[src/rtl/i2c_mrx_pkg.sv]
package i2c_mrx_pkg;
  typedef enum logic [1:0] {
    MRX_IDLE = 2'd0,
    MRX_LOW  = 2'd1,
    MRX_HIGH = 2'd2,
    MRX_STOP = 2'd3
  } mrx_state_e;
endpackage

[src/rtl/i2c_mrx_halfper.sv]
module i2c_mrx_halfper #(
  parameter int DIV_W = 10
) (
  input  logic             clk,
  input  logic             rst_n,
  input  logic             run,
  input  logic             hold,
  input  logic [DIV_W-1:0] div,
  output logic             tick
);
  logic [DIV_W-1:0] cnt_q, cnt_d;
  logic             cnt_en;

  assign tick   = run && !hold && (cnt_q == '0);
  assign cnt_en = 1'b1;

  // Reload while idle or stalled, so each phase after a stall is full length.
  always_comb begin
    cnt_d = cnt_q;
    if (!run || hold || tick) cnt_d = div;
    else                      cnt_d = cnt_q - 1'b1;
  end

  always_ff @(posedge clk or negedge rst_n) begin
    if (!rst_n)      cnt_q <= '0;
    else if (cnt_en) cnt_q <= cnt_d;
  end
endmodule

[src/rtl/i2c_mrx_shifter.sv]
module i2c_mrx_shifter #(
  parameter int BITS = 8
) (
  input  logic            clk,
  input  logic            rst_n,
  input  logic            sample,
  input  logic            sda_in,
  input  logic            load,
  input  logic            rd_en,
  output logic [BITS-1:0] rd_data,
  output logic            full
);
  logic [BITS-1:0] sh_q, sh_d, dat_q, dat_d;
  logic            full_q, full_d;

  always_comb begin
    sh_d   = sample ? {sh_q[BITS-2:0], sda_in} : sh_q;
    dat_d  = load ? sh_q : dat_q;
    full_d = full_q;
    if (load)       full_d = 1'b1;
    else if (rd_en) full_d = 1'b0;
  end

  always_ff @(posedge clk or negedge rst_n) begin
    if (!rst_n) begin
      sh_q   <= '0;
      dat_q  <= '0;
      full_q <= 1'b0;
    end else begin
      sh_q   <= sh_d;
      dat_q  <= dat_d;
      full_q <= full_d;
    end
  end

  assign rd_data = dat_q;
  assign full    = full_q;
endmodule

[src/rtl/i2c_mrx_seq.sv]
module i2c_mrx_seq
  import i2c_mrx_pkg::*;
#(
  parameter int BITS  = 8,
  parameter int IDX_W = 4
) (
  input  logic             clk,
  input  logic             rst_n,
  input  logic             tick,
  input  logic             rd_en,
  input  logic             rx_mode,
  input  logic             last_rx,
  input  logic             full,
  input  logic             ack_level,
  output mrx_state_e       st,
  output logic [IDX_W-1:0] idx,
  output logic             sample,
  output logic             load,
  output logic             hold,
  output logic             run,
  output logic             scl_oe,
  output logic             sda_oe,
  output logic             stop_done
);
  localparam logic [IDX_W-1:0] IDX_ACK  = IDX_W'(BITS);
  localparam logic [IDX_W-1:0] IDX_XTRA = IDX_W'(BITS + 1);

  mrx_state_e       st_q, st_d;
  logic [IDX_W-1:0] idx_q, idx_d;
  logic             arm_q, arm_d, fin_q, fin_d, stp_q, stp_d;
  logic             arm_now;

  assign arm_now = arm_q || (rd_en && last_rx);
  assign hold    = (st_q == MRX_LOW) && (idx_q == IDX_ACK) && full;

  always_comb begin
    st_d   = st_q;
    idx_d  = idx_q;
    arm_d  = arm_now;
    fin_d  = fin_q;
    stp_d  = stp_q;
    sample = 1'b0;
    load   = 1'b0;
    unique case (st_q)
      MRX_IDLE: begin
        arm_d = 1'b0;
        if (rd_en && rx_mode && !full) begin
          st_d  = MRX_LOW;
          idx_d = '0;
          fin_d = 1'b0;
          stp_d = 1'b0;
          arm_d = last_rx;
        end
      end
      MRX_LOW: begin
        if (tick) begin
          st_d = MRX_HIGH;
          if (idx_q < IDX_ACK) sample = 1'b1;
          else if (idx_q == IDX_ACK) begin
            load  = 1'b1;
            fin_d = arm_now;
            arm_d = 1'b0;
          end
        end
      end
      MRX_HIGH: begin
        if (tick) begin
          if (idx_q == IDX_XTRA) st_d = MRX_STOP;
          else begin
            st_d = MRX_LOW;
            if (idx_q == IDX_ACK) idx_d = fin_q ? IDX_XTRA : '0;
            else                  idx_d = idx_q + 1'b1;
          end
        end
      end
      MRX_STOP: begin
        if (tick) begin
          st_d  = MRX_IDLE;
          stp_d = 1'b1;
          fin_d = 1'b0;
        end
      end
      default: st_d = MRX_IDLE;
    endcase
  end

  always_ff @(posedge clk or negedge rst_n) begin
    if (!rst_n) begin
      st_q  <= MRX_IDLE;
      idx_q <= '0;
      arm_q <= 1'b0;
      fin_q <= 1'b0;
      stp_q <= 1'b0;
    end else begin
      st_q  <= st_d;
      idx_q <= idx_d;
      arm_q <= arm_d;
      fin_q <= fin_d;
      stp_q <= stp_d;
    end
  end

  assign st        = st_q;
  assign idx       = idx_q;
  assign run       = (st_q != MRX_IDLE);
  assign scl_oe    = (st_q == MRX_LOW);
  assign sda_oe    = ((st_q == MRX_LOW) || (st_q == MRX_HIGH)) &&
                     (((idx_q == IDX_ACK) && !ack_level) || (idx_q == IDX_XTRA));
  assign stop_done = stp_q;
endmodule

[src/rtl/i2c_mrx_engine.sv]
module i2c_mrx_engine
  import i2c_mrx_pkg::*;
#(
  parameter int BITS  = 8,
  parameter int DIV_W = 10
) (
  input  logic             clk,
  input  logic             rst_n,
  input  logic [DIV_W-1:0] div_cfg,
  input  logic             rx_mode,
  input  logic             ack_level,
  input  logic             last_rx,
  input  logic             rd_en,
  output logic [BITS-1:0]  rd_data,
  output logic             rx_full,
  output logic             stop_done,
  output logic             busy,
  input  logic             sda_in,
  output logic             scl_oe,
  output logic             sda_oe
);
  localparam int IDX_W = $clog2(BITS + 2);

  logic [1:0]       rs_q;
  logic             rst_q_n;
  logic             tick, sample, load, hold, run;
  mrx_state_e       st;
  logic [IDX_W-1:0] idx;

  // Reset asserts at once and is released on a clock edge.
  always_ff @(posedge clk or negedge rst_n) begin
    if (!rst_n) rs_q <= 2'b00;
    else        rs_q <= {rs_q[0], 1'b1};
  end
  assign rst_q_n = rs_q[1];

  i2c_mrx_halfper #(.DIV_W(DIV_W)) u_timer (
    .clk(clk), .rst_n(rst_q_n), .run(run), .hold(hold), .div(div_cfg), .tick(tick)
  );

  i2c_mrx_shifter #(.BITS(BITS)) u_shift (
    .clk(clk), .rst_n(rst_q_n), .sample(sample), .sda_in(sda_in), .load(load),
    .rd_en(rd_en), .rd_data(rd_data), .full(rx_full)
  );

  i2c_mrx_seq #(.BITS(BITS), .IDX_W(IDX_W)) u_seq (
    .clk(clk), .rst_n(rst_q_n), .tick(tick), .rd_en(rd_en), .rx_mode(rx_mode),
    .last_rx(last_rx), .full(rx_full), .ack_level(ack_level), .st(st), .idx(idx),
    .sample(sample), .load(load), .hold(hold), .run(run), .scl_oe(scl_oe),
    .sda_oe(sda_oe), .stop_done(stop_done)
  );

  assign busy = run;
endmodule

[config.mk]
export PLATFORM = sky130hd
export DESIGN_NAME = i2c_mrx_engine
export DESIGN_NICKNAME = d
export VERILOG_FILES = /design/src/rtl/i2c_mrx_pkg.sv /design/src/rtl/i2c_mrx_halfper.sv /design/src/rtl/i2c_mrx_shifter.sv /design/src/rtl/i2c_mrx_seq.sv /design/src/rtl/i2c_mrx_engine.sv
export SDC_FILE = /design/constraint.sdc
export NUM_CORES = 1
export LEC_CHECK = 0
export ABC_AREA = 1
export BUFFER_PORTS_ARGS = -buffer_cell sky130_fd_sc_hd__buf_2
export CORE_ASPECT_RATIO = 0.8
export CORE_UTILIZATION = 51
export DETAILED_ROUTE_END_ITERATION = 10
export PLACE_DENSITY = 0.75
export SETUP_SLACK_MARGIN = 0.4
export SYNTH_ARGS = -nofsm -noshare
export SYNTH_HDL_FRONTEND = slang
export SYNTH_SLANG_ARGS = --single-unit
[constraint.sdc]
create_clock -name clk -period 1.15 [get_ports clk]
set_input_delay 0.0575 -clock clk [delete_from_list [all_inputs] [get_ports clk]]
set_output_delay 0.0575 -clock clk [all_outputs]
set_load 0.02 [all_outputs]
======== Word-level counts from Yosys, hierarchy flattened ========
Index checks and enable logic that the tools add are counted.
W data, S select, Z words.
word-level totals
  flip-flop bits (word level) ............. 38
  output and inout port bits .............. 13
cells by class
  add/subtract/negate cells ............... 2
  magnitude comparators ................... 1
  eq/ne operators ......................... 12
  muxes and demuxes ....................... 35
  reductions and logical operators ........ 29
operators with widths
  kind                     number
  $mux W4                  5
  $mux W1                  19
  $logic_not A10 Y1        1
  $mux W10                 1
  $mux W2                  5
  $ne A2 B1 Y1 const B     5
  $sub A10 B1 Y10 const B  1
  $logic_and A1 B1 Y1      9
  $eq A4 B4 Y1 const B     2
  $pmux W2 S4              1
  $pmux W4 S2              1
  $reduce_and A4 Y1        2
  $reduce_bool A2 Y1       4
  $reduce_and A6 Y1        1
  $logic_or A1 B1 Y1       5
  $add A4 B1 Y4 const B    1
  $eq A2 B2 Y1 const B     2
  $logic_not A1 Y1         4
  $lt A4 B4 Y1 const B     1
  $ne A2 B2 Y1 const B     2
  $pmux W1 S2              2
  $pmux W1 S3              1
  $reduce_and A3 Y1        1
  $reduce_bool A3 Y1       1
  other kinds (2)          2

======== Depth between registers and ports, before layout ========
  depth after elaboration ................. 9
  gate-level depth with buffers ........... 13

======== Hierarchy ========
From an unflattened synthesis, not the netlist that was laid out.
second synthesis, totals
  cells, all modules ...................... 281
  area, all modules ....................... 2104.5 um2
by module, submodules not included
  module           instances  cells each  area an instance (um2)  seq. area each (um2)
  i2c_mrx_seq      1          115         755.7                   225.2
  i2c_mrx_halfper  1          91          648.1                   250.2
  i2c_mrx_shifter  1          72          646.9                   425.4
  i2c_mrx_engine   1          3           53.8                    50.0

======== Worst setup path after synthesis ========
No wires, ideal clock.
  path kind ............................... register to register
  start point ............................. register u_seq.st_q[1] (netlist: u_seq.st[1])
  end point ............................... register u_timer.cnt_q[2]
  setup time .............................. 0.122 ns
  data arrival time ....................... 1.639 ns
  required time ........................... 1.028 ns
  slack ................................... -0.611 ns
  cell stages (with the launch flop) ...... 11
  period minus slack after synthesis ...... 1.761 ns
  cells stage by stage .................... dfrtp_1 > inv_1 > ha_1 > nand2_2 > nor2_4 > nor2_8 > inv_4 > nor2_8 > inv_8 > buf_12 > o21ai_2
between the ends
  longest elaborated chain between the ends .. 8
  elaborated cells on any way between the ends .. 11
  classes of those cells .................. eq/ne: 1; mux: 1; reduce/logical: 9
RTL lines
  item                                RTL line               source
  start, declared                     i2c_mrx_seq.sv:28      mrx_state_e st_q, st_d;
  start signal, assigned              i2c_mrx_seq.sv:95      st_q <= st_d;
  $eq A2 B1 Y1 *                      n/a
  net scl_oe                          i2c_mrx_engine.sv:19   output logic scl_oe,
  $logic_and A1 B1 Y1 * (2 in a row)  i2c_mrx_seq.sv:34      assign hold = (st_q == MRX_LOW) && (idx_q == IDX_ACK) && full;
  $logic_not A1 Y1                    i2c_mrx_halfper.sv:14  assign tick = run && !hold && (cnt_q == '0);
  $logic_and A1 B1 Y1 (2 in a row)    i2c_mrx_halfper.sv:14
  $logic_or A1 B1 Y1 *                i2c_mrx_halfper.sv:20  if (!run || hold || tick) cnt_d = div;
  $mux W10 *                          i2c_mrx_halfper.sv:20
  net u_timer.cnt_d[2]                i2c_mrx_halfper.sv:11  logic [DIV_W-1:0] cnt_q, cnt_d;
  end signal, assigned                i2c_mrx_halfper.sv:26  else if (cnt_en) cnt_q <= cnt_d;
  end, declared                       i2c_mrx_halfper.sv:11
Mark *: on every way through the listed nets, which the timed path passes. The rest lies on a longest branch.
A chain may end at the register's enable or synchronous reset.

======== Worst setup path in the final report ========
  start point ............................. register u_timer.cnt_q[0]
  end point ............................... register u_seq.fin_q
between the ends
  longest elaborated chain between the ends .. 4
  elaborated cells on any way between the ends .. 5
  classes of those cells .................. eq/ne: 2; reduce/logical: 3
RTL lines
  item                           RTL line               source
  $logic_not A10 Y1 *            i2c_mrx_halfper.sv:14
  $logic_and A1 B1 Y1 *          i2c_mrx_halfper.sv:14
  $ne A2 B1 Y1 (no line)         n/a
  $reduce_and A6 Y1 (no line) *  n/a
  end signal, assigned           i2c_mrx_seq.sv:98      fin_q <= fin_d;
  end, declared                  i2c_mrx_seq.sv:30      logic arm_q, arm_d, fin_q, fin_d, stp_q, stp_d;
Mark *: on every way between the ends. The rest lies on a longest branch, timed or not.

==> Flow_metrics.wiki <==
{| class="wikitable"
! Metric !! Value
|-
| Post-synthesis cell count || roughly 230
|-
| Violation count after the first detailed-routing iteration || 185
|-
| Worst setup path category || reg -> reg
|-
| Via density per instance || 5.32
|-
| I/O pin total || 30
|-
| Post-synthesis sequential area ratio || 0.449
|-
| FF-to-FF setup slack || -0.58 ns
|-
| CTS tree || done
|-
| Final global-route overflow total || 0
|-
| Number of remaining DRC errors || 0
|-
| Utilization of the core after routing || 0.872
|-
| Cell Rows || 20
|-
| Final estimated routing congestion in global placement || just over 0.9
|-
| Most common library cell in the layout ignoring fill and taps || buf_4
|-
| Outcome || finished, violations left
|-
| Category of cells accounting for the largest share of critical-path delay || simple AND/OR/NAND/NOR gates
|-
| Clock sink total || 38
|-
| Final wirelength || 6.32 mm
|-
| Antenna violation net count after detailed routing || 0
|-
| Worst vdd ir || 1.84 mV
|-
| Share of post-route cells with drive strength above 1 || 0.566
|-
| Period minus WS final || 1.73 ns
|-
| Number of buffers created by CTS || 5
|-
| Setup slack of the critical path after layout || -0.579 ns
|-
| Library cell appearing most often on the critical path || inv_2
|-
| Starting density of the core || 0.546
|-
| Maximum clock skew at final layout || around 0.0046 ns
|-
| HPWL Detailed || 3.05 mm
|-
| Total GRT Usage || 0.273
|-
| Chain of cells forming the critical path || inv_2, ha_4, inv_2, nor2_2, nand3_2, nor2_8, buf_6, nand3_4, a21oi_2, nand3_1, nand2_1
|-
| Cell type with the highest aggregate area in the netlist || dfrtp_1
|-
| Total of max-cap violations || 0
|-
| Crit. End Element || flop
|-
| Antenna Diode Count || 0
|-
| Vias after detailed routing || between 2000 and 2500
|-
| Yosys warning total || 0
|-
| Bufs on Longest Clock Path || 2
|-
| Data required time of the critical path || ~1.4 ns
|-
| Mean Syn Cell Area || ~9.3 um^2
|-
| Final worst-path cycle share || 1.50
|-
| Area of the die || 4420 um^2
|-
| X dimension of the die || between 70 and 80 um
|-
| Area taken by flip-flops and latches || 953 um^2
|-
| Number of synthesized register bits || 38
|-
| RSZ-0062 raised after global routing || yes
|-
| Count of final hold-check violations || 0
|-
| Min-delay worst type || in -> reg
|-
| Violated checks || setup timing
|-
| Number of fill cells in the layout || between 150 and 200
|-
| First-pass GRT wire length || 8.82 mm
|-
| Worst hold path startpoint || div_cfg[7]
|-
| Worst path slowest cell || dfrtp_1
|-
| Combined area of all synthesized cells || 2120 um^2
|-
| Area overhead of the layout relative to synthesis || 59.5%
|-
| Final setup TNS || -17.18 ns
|-
| Max Slew Vio Count || 0
|-
| Multi-input logic area || ~1200 um^2
|-
| Clock-pin slew reported for the worst setup and hold paths after clock tree synthesis || 0.08 ns
|-
| Via count of the first global-routing pass || approximately 2000
|-
| Core footprint || 3880 um^2
|-
| Most used cells in the layout excluding fill and tap cells || 49 x buf_4, 36 x dfrtp_1, 23 x nand2_1, 22 x nand2_2, 21 x o21ai_2
|-
| Leakage power total || roughly 1.6 nW
|-
| Drt first pass iters || 4
|-
| Count of buffers from port buffering || 29
|-
| CTS Root Buffer Type || clkbuf_8
|-
| Final net count || 357
|-
| Crit path arrival time || ~2 ns
|-
| Highest clock frequency the design can meet || approximately 580 MHz
|-
| Largest driver fanout on the critical path || 4
|-
| Leading post-synthesis cells by cell area || dfrtp_1 45%, nand2_1 7.6%, o21ai_2 5.8%
|-
| Maximum number of pins on one net before global-route repair || 31
|-
| Post-Syn Nets || 254
|-
| Power per unit of standard cell area || 2270 nW/um^2
|-
| Largest stage delay, worst path || 0.39 ns
|-
| Reg2reg start || u_timer.cnt_q[0]$_DFF_PN0_
|-
| Clock Latency Late Sink || approximately 0.30 ns
|-
| Synth top area share || 0.449
|-
| Type of element launching the critical path || flop
|-
| Number of antenna violations at the first check in global routing || 0
|-
| Final-report setup violation count || 39
|-
| Startpoint of the worst setup timing path || u_timer.cnt_q[0]$_DFF_PN0_
|-
| Routed WL per cell || 16.3 um
|-
| Yosys cell types || 34
|-
| CTS H-Tree Depth || 2
|-
| Count of buffering cells on the critical path with inverters included || 3
|-
| Overall die height || 59.7 um
|}
==> where the power goes <==
group	total [mW]	internal (mW)	switching, mW
combinational	4.39	2.00	2.39
clock	1.42	0.870	0.546
sequential	1.87	1.63	0.240
==> what timing repair did <==
item                                    in CTS  in global routing
buffers inserted                            11                  5
resized for setup                           57                 28
pin swaps                                   12                  9
endpoints found under the setup margin      49                 49
hold endpoints to repair                    12                  0
hold buffers                                11                  0
cloned                                       2                  0
==> final timing paths <==
path | endpoint | cells past startpoint
worst max-delay path | u_seq.fin_q$_DFFE_PN0P_ | 11
worst min-delay path | u_timer.cnt_q[7]$_DFF_PN0_ | 2
worst max register to register | u_seq.fin_q$_DFFE_PN0P_ | 11
worst min register to register | u_seq.st[0]$_DFFE_PN0P_ | 0
max in group asynchronous | u_shift.rd_data[0]$_DFFE_PN0P_ | 1
min in group asynchronous | rs_q[0]$_DFF_PN0_ | 2
==> stage by stage <==
step	total power [mW]	instances	cell area [um^2]	worst slack, ns	hold WS (ns)
after floorplan	4.11	228	2200	-0.454	-0.238
after global routing	8.07	387	3380	-0.656	0.00218
final	7.68	387	3380	-0.579	0.0235
after global placement	5.10	350	2710	-0.526	-0.156
after CTS	7.06	382	3240	-0.491	0.00832
after detailed placement	5.17	350	2710	-0.531	-0.155
==> cells in the mapped netlist <==
| library cell | instances |
|---|---|
| nand2_1 | 43 |
| dfrtp_1 | 38 |
| inv_1 | 28 |
| nor2_1 | 14 |
| o21ai_2 | 14 |
| nand3_1 | 12 |
| nand2_2 | 11 |
| ha_1 | 9 |
| o21ai_0 | 9 |
| o21ai_1 | 9 |
| a21oi_1 | 5 |
| xnor2_1 | 5 |
| nand3_4 | 3 |
| nor2_8 | 3 |
| inv_2 | 2 |
| nand3b_1 | 2 |
| nor2_4 | 2 |
| nor3_1 | 2 |
| xor2_1 | 2 |
| a21boi_0 | 1 |
| a31oi_1 | 1 |
| buf_12 | 1 |
| buf_4 | 1 |
| buf_6 | 1 |
| clkbuf_1 | 1 |
| conb_1 | 1 |
| inv_4 | 1 |
| inv_8 | 1 |
| nand2_4 | 1 |
| nand4_4 | 1 |
| o21bai_1 | 1 |
| o22a_1 | 1 |
| o311ai_0 | 1 |
| or2_2 | 1 |
==> cell type report <==
| class | instances | share of cell area |
|---|---|---|
| well taps | 55 | 0.0204 |
| inverters | 32 | 0.0407 |
| repair inverters | 1 | 0.00333 |
| repair buffers | 98 | 0.244 |
| flip-flops and latches | 38 | 0.282 |
| clock inverters | 3 | 0.0204 |
| clock buffers | 5 | 0.0204 |
| multi-input cells | 155 | 0.369 |
==> logic make-up (layout without fill, tap and decap cells) <==
family / count (synthesis) / in the layout / share of synthesized area
AOI/OAI and AO/OA: 42 / 42 / 0.130
xor gates and xnor gates: 7 / 7 / 0.0289
adders and majority gates: 9 / 9 / 0.0531
buffers and inverters: 36 / 139 / 0.0815
DFF: 38 / 38 / 0.449
other: 1 / 1 / 0.00177
and+or+nand+nor: 95 / 96 / 0.256
==> layer usage <==
layer,GRT usage,routed length (um),vias up
met3,0.0776,362,20
met4,0.124,143,0
li1,-,-,934
met2,0.447,3280,89
met5,0,0,-
met1,0.338,2530,1017
==> flip-flops by register name, summed over array words and instances, names as in the netlist <==
name / count
u_timer.cnt_q: 10
u_seq.idx: 4
u_seq.fin_q: 1
rs_q: 2
u_shift.rd_data: 8
u_seq.st: 2
u_shift.sh_q: 8
u_seq.arm_q: 1
u_seq.stop_done: 1
u_shift.full: 1
(Power assumes the default switching activity.)
